--- config.mk ---
export PLATFORM = sky130hd
export DESIGN_NAME = pio_tx_bridge
export DESIGN_NICKNAME = d
export VERILOG_FILES = /design/src/rtl/pio_tx_pkg.sv /design/src/rtl/pio_tx_regs.sv /design/src/rtl/pio_tx_beat_pack.sv /design/src/rtl/pio_tx_fifo.sv /design/src/rtl/pio_tx_bridge.sv
export SDC_FILE = /design/constraint.sdc
export NUM_CORES = 1
export LEC_CHECK = 0
export BUFFER_PORTS_ARGS = -buffer_cell sky130_fd_sc_hd__buf_2
export CAP_MARGIN = 5
export CORE_ASPECT_RATIO = 1.5
export CORE_MARGIN = 1.5
export CORE_UTILIZATION = 57
export CTS_BUF_LIST = sky130_fd_sc_hd__clkbuf_16
export CTS_CLUSTER_DIAMETER = 40
export DETAILED_ROUTE_END_ITERATION = 10
export PLACE_DENSITY = 0.79
export SYNTH_ARGS = -nofsm -noshare
export SYNTH_HDL_FRONTEND = slang
export SYNTH_SLANG_ARGS = --single-unit
export TNS_END_PERCENT = 20
--- constraint.sdc ---
create_clock -name clk_i -period 2.8 [get_ports clk_i]
set_input_delay 0.42 -clock clk_i [delete_from_list [all_inputs] [get_ports clk_i]]
set_output_delay 0.42 -clock clk_i [all_outputs]
set_load 0.1 [all_outputs]
--- src/rtl/pio_tx_pkg.sv ---
package pio_tx_pkg;
  localparam int unsigned OFF_DATA  = 'h00;
  localparam int unsigned OFF_META  = 'h08;
  localparam int unsigned OFF_LEN   = 'h10;
  localparam int unsigned META_W    = 32;
  localparam int unsigned LEN_W     = 16;
  localparam int unsigned USER_W    = 16;
  localparam int unsigned LAST_BIT  = 15;
  localparam int unsigned PORT_LSB  = 16;
endpackage

--- src/rtl/pio_tx_regs.sv ---
module pio_tx_regs
  import pio_tx_pkg::*;
#(
  parameter int unsigned DATA_W = 32,
  parameter int unsigned ADDR_W = 8
) (
  input  logic              clk_i,
  input  logic              rst_ni,
  input  logic              wr_en_i,
  input  logic [ADDR_W-1:0] wr_addr_i,
  input  logic [DATA_W-1:0] wr_data_i,
  input  logic              fifo_full_i,
  output logic              wr_ready_o,
  output logic              push_o,
  output logic [META_W-1:0] meta_o,
  output logic [LEN_W-1:0]  len_o
);
  logic sel_data, sel_meta, sel_len;
  logic unused_hi;

  assign sel_data = (wr_addr_i == ADDR_W'(OFF_DATA));
  assign sel_meta = (wr_addr_i == ADDR_W'(OFF_META));
  assign sel_len  = (wr_addr_i == ADDR_W'(OFF_LEN));

  // only a data write can be held off
  assign wr_ready_o = !(sel_data && fifo_full_i);
  assign push_o     = wr_en_i && sel_data && !fifo_full_i;

  always_ff @(posedge clk_i or negedge rst_ni) begin
    if (!rst_ni) begin
      meta_o <= '0;
      len_o  <= '0;
    end else if (wr_en_i) begin
      if (sel_meta) meta_o <= wr_data_i[META_W-1:0];
      if (sel_len)  len_o  <= wr_data_i[LEN_W-1:0];
    end
  end

  generate
    if (DATA_W > META_W) begin : g_wide
      assign unused_hi = ^wr_data_i[DATA_W-1:META_W];
    end else begin : g_narrow
      assign unused_hi = 1'b0;
    end
  endgenerate
endmodule

--- src/rtl/pio_tx_beat_pack.sv ---
module pio_tx_beat_pack
  import pio_tx_pkg::*;
#(
  parameter int unsigned DATA_W = 32,
  localparam int unsigned NB      = DATA_W / 8,
  localparam int unsigned ENTRY_W = USER_W + 1 + NB + DATA_W
) (
  input  logic [DATA_W-1:0]  word_i,
  input  logic [META_W-1:0]  meta_i,
  output logic [ENTRY_W-1:0] entry_o
);
  logic [DATA_W-1:0] swapped;
  logic              unused_mid;

  // big-endian bus word: MSB lane is the first frame byte
  for (genvar k = 0; k < NB; k++) begin : g_lane
    assign swapped[8*k +: 8] = word_i[8*(NB-1-k) +: 8];
  end

  assign entry_o = {meta_i[PORT_LSB +: USER_W], meta_i[LAST_BIT], meta_i[NB-1:0], swapped};

  generate
    if (LAST_BIT > NB) begin : g_gap
      assign unused_mid = ^meta_i[LAST_BIT-1:NB];
    end else begin : g_nogap
      assign unused_mid = 1'b0;
    end
  endgenerate
endmodule

--- src/rtl/pio_tx_fifo.sv ---
module pio_tx_fifo #(
  parameter int unsigned WIDTH = 53,
  parameter int unsigned DEPTH = 4,
  localparam int unsigned PTR_W = (DEPTH > 1) ? $clog2(DEPTH) : 1,
  localparam int unsigned CNT_W = $clog2(DEPTH + 1)
) (
  input  logic             clk_i,
  input  logic             rst_ni,
  input  logic             push_i,
  input  logic [WIDTH-1:0] din_i,
  input  logic             pop_i,
  output logic [WIDTH-1:0] dout_o,
  output logic             empty_o,
  output logic             full_o
);
  logic [WIDTH-1:0] mem_q [DEPTH];
  logic [PTR_W-1:0] wp_q, rp_q;
  logic [CNT_W-1:0] cnt_q;
  logic             do_pop;

  assign empty_o = (cnt_q == '0);
  assign full_o  = (cnt_q == CNT_W'(DEPTH));
  assign do_pop  = pop_i && !empty_o;
  assign dout_o  = mem_q[rp_q];

  function automatic logic [PTR_W-1:0] nxt(input logic [PTR_W-1:0] p);
    return (p == PTR_W'(DEPTH - 1)) ? '0 : p + 1'b1;
  endfunction

  always_ff @(posedge clk_i or negedge rst_ni) begin
    if (!rst_ni) begin
      wp_q  <= '0;
      rp_q  <= '0;
      cnt_q <= '0;
    end else begin
      if (push_i) wp_q <= nxt(wp_q);
      if (do_pop) rp_q <= nxt(rp_q);
      case ({push_i, do_pop})
        2'b10:   cnt_q <= cnt_q + 1'b1;
        2'b01:   cnt_q <= cnt_q - 1'b1;
        default: cnt_q <= cnt_q;
      endcase
    end
  end

  always_ff @(posedge clk_i) begin
    if (push_i) mem_q[wp_q] <= din_i;
  end
endmodule

--- src/rtl/pio_tx_bridge.sv ---
module pio_tx_bridge
  import pio_tx_pkg::*;
#(
  parameter int unsigned DATA_W     = 32,
  parameter int unsigned ADDR_W     = 8,
  parameter int unsigned FIFO_DEPTH = 4,
  localparam int unsigned NB        = DATA_W / 8
) (
  input  logic              clk_i,
  input  logic              rst_ni,
  input  logic              wr_en_i,
  input  logic [ADDR_W-1:0] wr_addr_i,
  input  logic [DATA_W-1:0] wr_data_i,
  output logic              wr_ready_o,
  output logic [15:0]       frame_len_o,
  output logic              tvalid_o,
  input  logic              tready_i,
  output logic [DATA_W-1:0] tdata_o,
  output logic [NB-1:0]     tkeep_o,
  output logic              tlast_o,
  output logic [15:0]       tuser_o
);
  localparam int unsigned ENTRY_W = USER_W + 1 + NB + DATA_W;

  logic               push, full, empty;
  logic [META_W-1:0]  meta;
  logic [ENTRY_W-1:0] entry_in, entry_out;

  pio_tx_regs #(.DATA_W(DATA_W), .ADDR_W(ADDR_W)) u_regs (
    .clk_i, .rst_ni, .wr_en_i, .wr_addr_i, .wr_data_i,
    .fifo_full_i(full), .wr_ready_o, .push_o(push),
    .meta_o(meta), .len_o(frame_len_o)
  );

  pio_tx_beat_pack #(.DATA_W(DATA_W)) u_pack (
    .word_i(wr_data_i), .meta_i(meta), .entry_o(entry_in)
  );

  pio_tx_fifo #(.WIDTH(ENTRY_W), .DEPTH(FIFO_DEPTH)) u_fifo (
    .clk_i, .rst_ni, .push_i(push), .din_i(entry_in),
    .pop_i(tready_i), .dout_o(entry_out), .empty_o(empty), .full_o(full)
  );

  assign tvalid_o = !empty;
  assign {tuser_o, tlast_o, tkeep_o, tdata_o} = entry_out;
endmodule

==> results.ini <==
[drt]
vias_per_cell = 5.763
routed_wl_um = 17370
drc = 0
firstDrtPassIters = 4
post_drt_wl_per_cell_um = 22.52
ant_nets = 0
drt_iter0_markers = 233
vias = 4443

[sta]
fin_crit_ns = 2.682
worst_pin_slew_ns = 0.6098
drv_slew = 0
fin_hold_ws_ns = 0.1407
finalHoldViolCount = 0
finalSetupTns_ns = 0
fmax_mhz = 372.9
setup_violations = 0
maxSlewHeadroom = 0.5935
final.setup.worst_slack_ns = 0.1182
clock-skew-final_ns = 0.01157
rsz0062_at_grt = false
timing.final.crit_share = 0.9578

[clock_network]
root_buffer = clkbuf_16
cts_resized = 0
cts_buffers = 24
clk_pin_slew_ns = 0.06
h-tree-depth = 1
numClockSinks = 256
clk_latency_ns = 0.51
clock_path_buffers = 3
cts_tree = built

[pwr]
p_leak_nw = 4.253
total_power_mw = 12.61
power-per-cell-area_nw_per_um2 = 1114
worst_ir_drop_vdd_mv = 0.9476

[global_routing]
grt_pass1_wl_um = 27320
grt-ovfl-total = 0
grt_antenna_before_repair = 0
track_usage = 0.2100
first_global_vias = 4872
grt_max_degree = 33

[finish]
utilization = 0.6929
nFillCells = 966
multiInputGateArea_um2 = 1963
nets = 598
antenna_cells = 0
drive_gt1_frac = 0.4761
fin_area_um2 = 11320
layoutNonFillerInstCount = 771
register_area_um2 = 7472
area_growth_pct = 18.16

[logic_synthesis]
syn_avg_cell_area_um2 = 23.70
ys_top_cells_by_area = edfxtp_1 (66%), mux4_2 (12%), dfrtp_1 (11%)
ys_types = 25
yosysTopAreaCell = edfxtp_1
synth_top_flop_cell = edfxtp_1
ys_ff_latch = 256
syn_area_um2 = 9577
synthTopCellsByCount = edfxtp_1 (212), mux4_2 (53), dfrtp_1 (44)
yosys.cell_count.top_type = edfxtp_1
synth-seq-area-share = 0.7797
synth-warning-count = 0
synth-edff-count = 212
synth_top_area_frac = 0.6648
syn_nets = 455
synth_cells = 404
async_flop_share = 0.1719

[critical_path]
crit_fanout = 12
r2r_cells = 9
rr_startpoint = u_fifo.cnt_q[0]
cp.required_ns = 2.38
reg2reg_slack_ns = 0.41
r2r-end = u_fifo.cnt_q[2]
cp-end-kind = output pin
worstSetupPathType = flip-flop to output pin
start_kind = flip-flop
crit_arrival_ns = 2.26

[die]
die_x_um = 108.8
initial_core_util = 0.5864
fp-row-count = 57
core_area_um2 = 16330
io_pins = 115
die_area_um2 = 17600
die_h_um = 161.8

[min_path]
worstHoldPathCells = 1
hold_start = wr_data_i[6]
min_to = u_fifo.mem_q[2][30]
hp-class = primary input to flip-flop

[job]
maxCapViolCount = 0

[placed_design]
placed_cells = 725
dp_hpwl_um = 10790
place_ws_ns = 0.4286
io_buffers = 114
finalWeightedCongestion = 0.7334
dpl_cell_area_um2 = 10480

[status]
status = completed

worst max-delay path by stage:
stage                          to       startpoint
5_1_grt                tdata_o[1]   u_fifo.rp_q[0]
6_report               tuser_o[1]   u_fifo.rp_q[0]
3_5_place_dp      u_fifo.cnt_q[2]  u_fifo.cnt_q[0]
2_1_floorplan  u_fifo.mem_q[1][0]     wr_addr_i[5]
4_1_cts                tuser_o[1]   u_fifo.rp_q[0]
3_3_place_gp           tuser_o[1]   u_fifo.rp_q[0]
layer usage:
metal / wire length (µm) / GRT usage
met5: 0 / 0
met1: 6694 / 0.2692
met4: 305 / 0.05981
met2: 9492 / 0.3694
met3: 874 / 0.03491
power by group:
| part | internal [mW] | total [mW] | switching (mW) |
|---|---|---|---|
| Combinational | 1.13 | 4.99 | 3.85 |
| Clock | 1.98 | 3.28 | 1.29 |
| Sequential | 4.20 | 4.35 | 0.150 |
cell families after synthesis:
| logic type | synth area share |
|---|---|
| simple gates | 0.01320 |
| fa+ha+maj | 0.009929 |
| mux | 0.1786 |
| buf+inv | 0.01581 |
| xor+xnor | 0.002744 |
| flops | 0.7797 |
final cells by class:
| cell class | instances | area share |
|---|---|---|
| Tap cell | 206 | 0.02278 |
| Multi-Input combinational cell | 124 | 0.1735 |
| Timing Repair Buffer | 134 | 0.06900 |
| Inverter | 7 | 0.002322 |
| Clock buffer | 25 | 0.05529 |
| Clock inverter | 19 | 0.01681 |
| Sequential cell | 256 | 0.6603 |
critical path: stages, from the launching register on:
cell,delay [ns]
dfrtp_4,0.59
buf_4,0.30
mux4_2,0.54
buf_2,0.31
cell usage in the layout (no fill, tap or decap), drive strengths merged, types with 2 or more instances in the layout:
master,netlist,routed
bufinv,0,4
xor2,2,2
mux4,53,53
clkbuf,0,25
clkinv,0,8
dfrtp,44,44
nor3,2,2
and2,4,4
buf,17,133
inv,7,14
ha,6,6
edfxtp,212,212
nor4,2,2
mux2,41,41
and4,3,3
nor2,4,4
repair_timing:
item | CTS | global route
hold buffers | 1 | 0
buffers inserted | 1 | 0
setup endpoints to repair | 15 | 0
hold endpoints to repair | 20 | 0
registers in the layout, summed over array words and instances, names as in the netlist:
register       count
u_fifo.mem_q     212
u_fifo.cnt_q       3
u_regs.len_o      16
u_regs.meta_o     21
u_fifo.wp_q        2
u_fifo.rp_q        2
No activity file was read; power rests on OpenSTA's default activity.
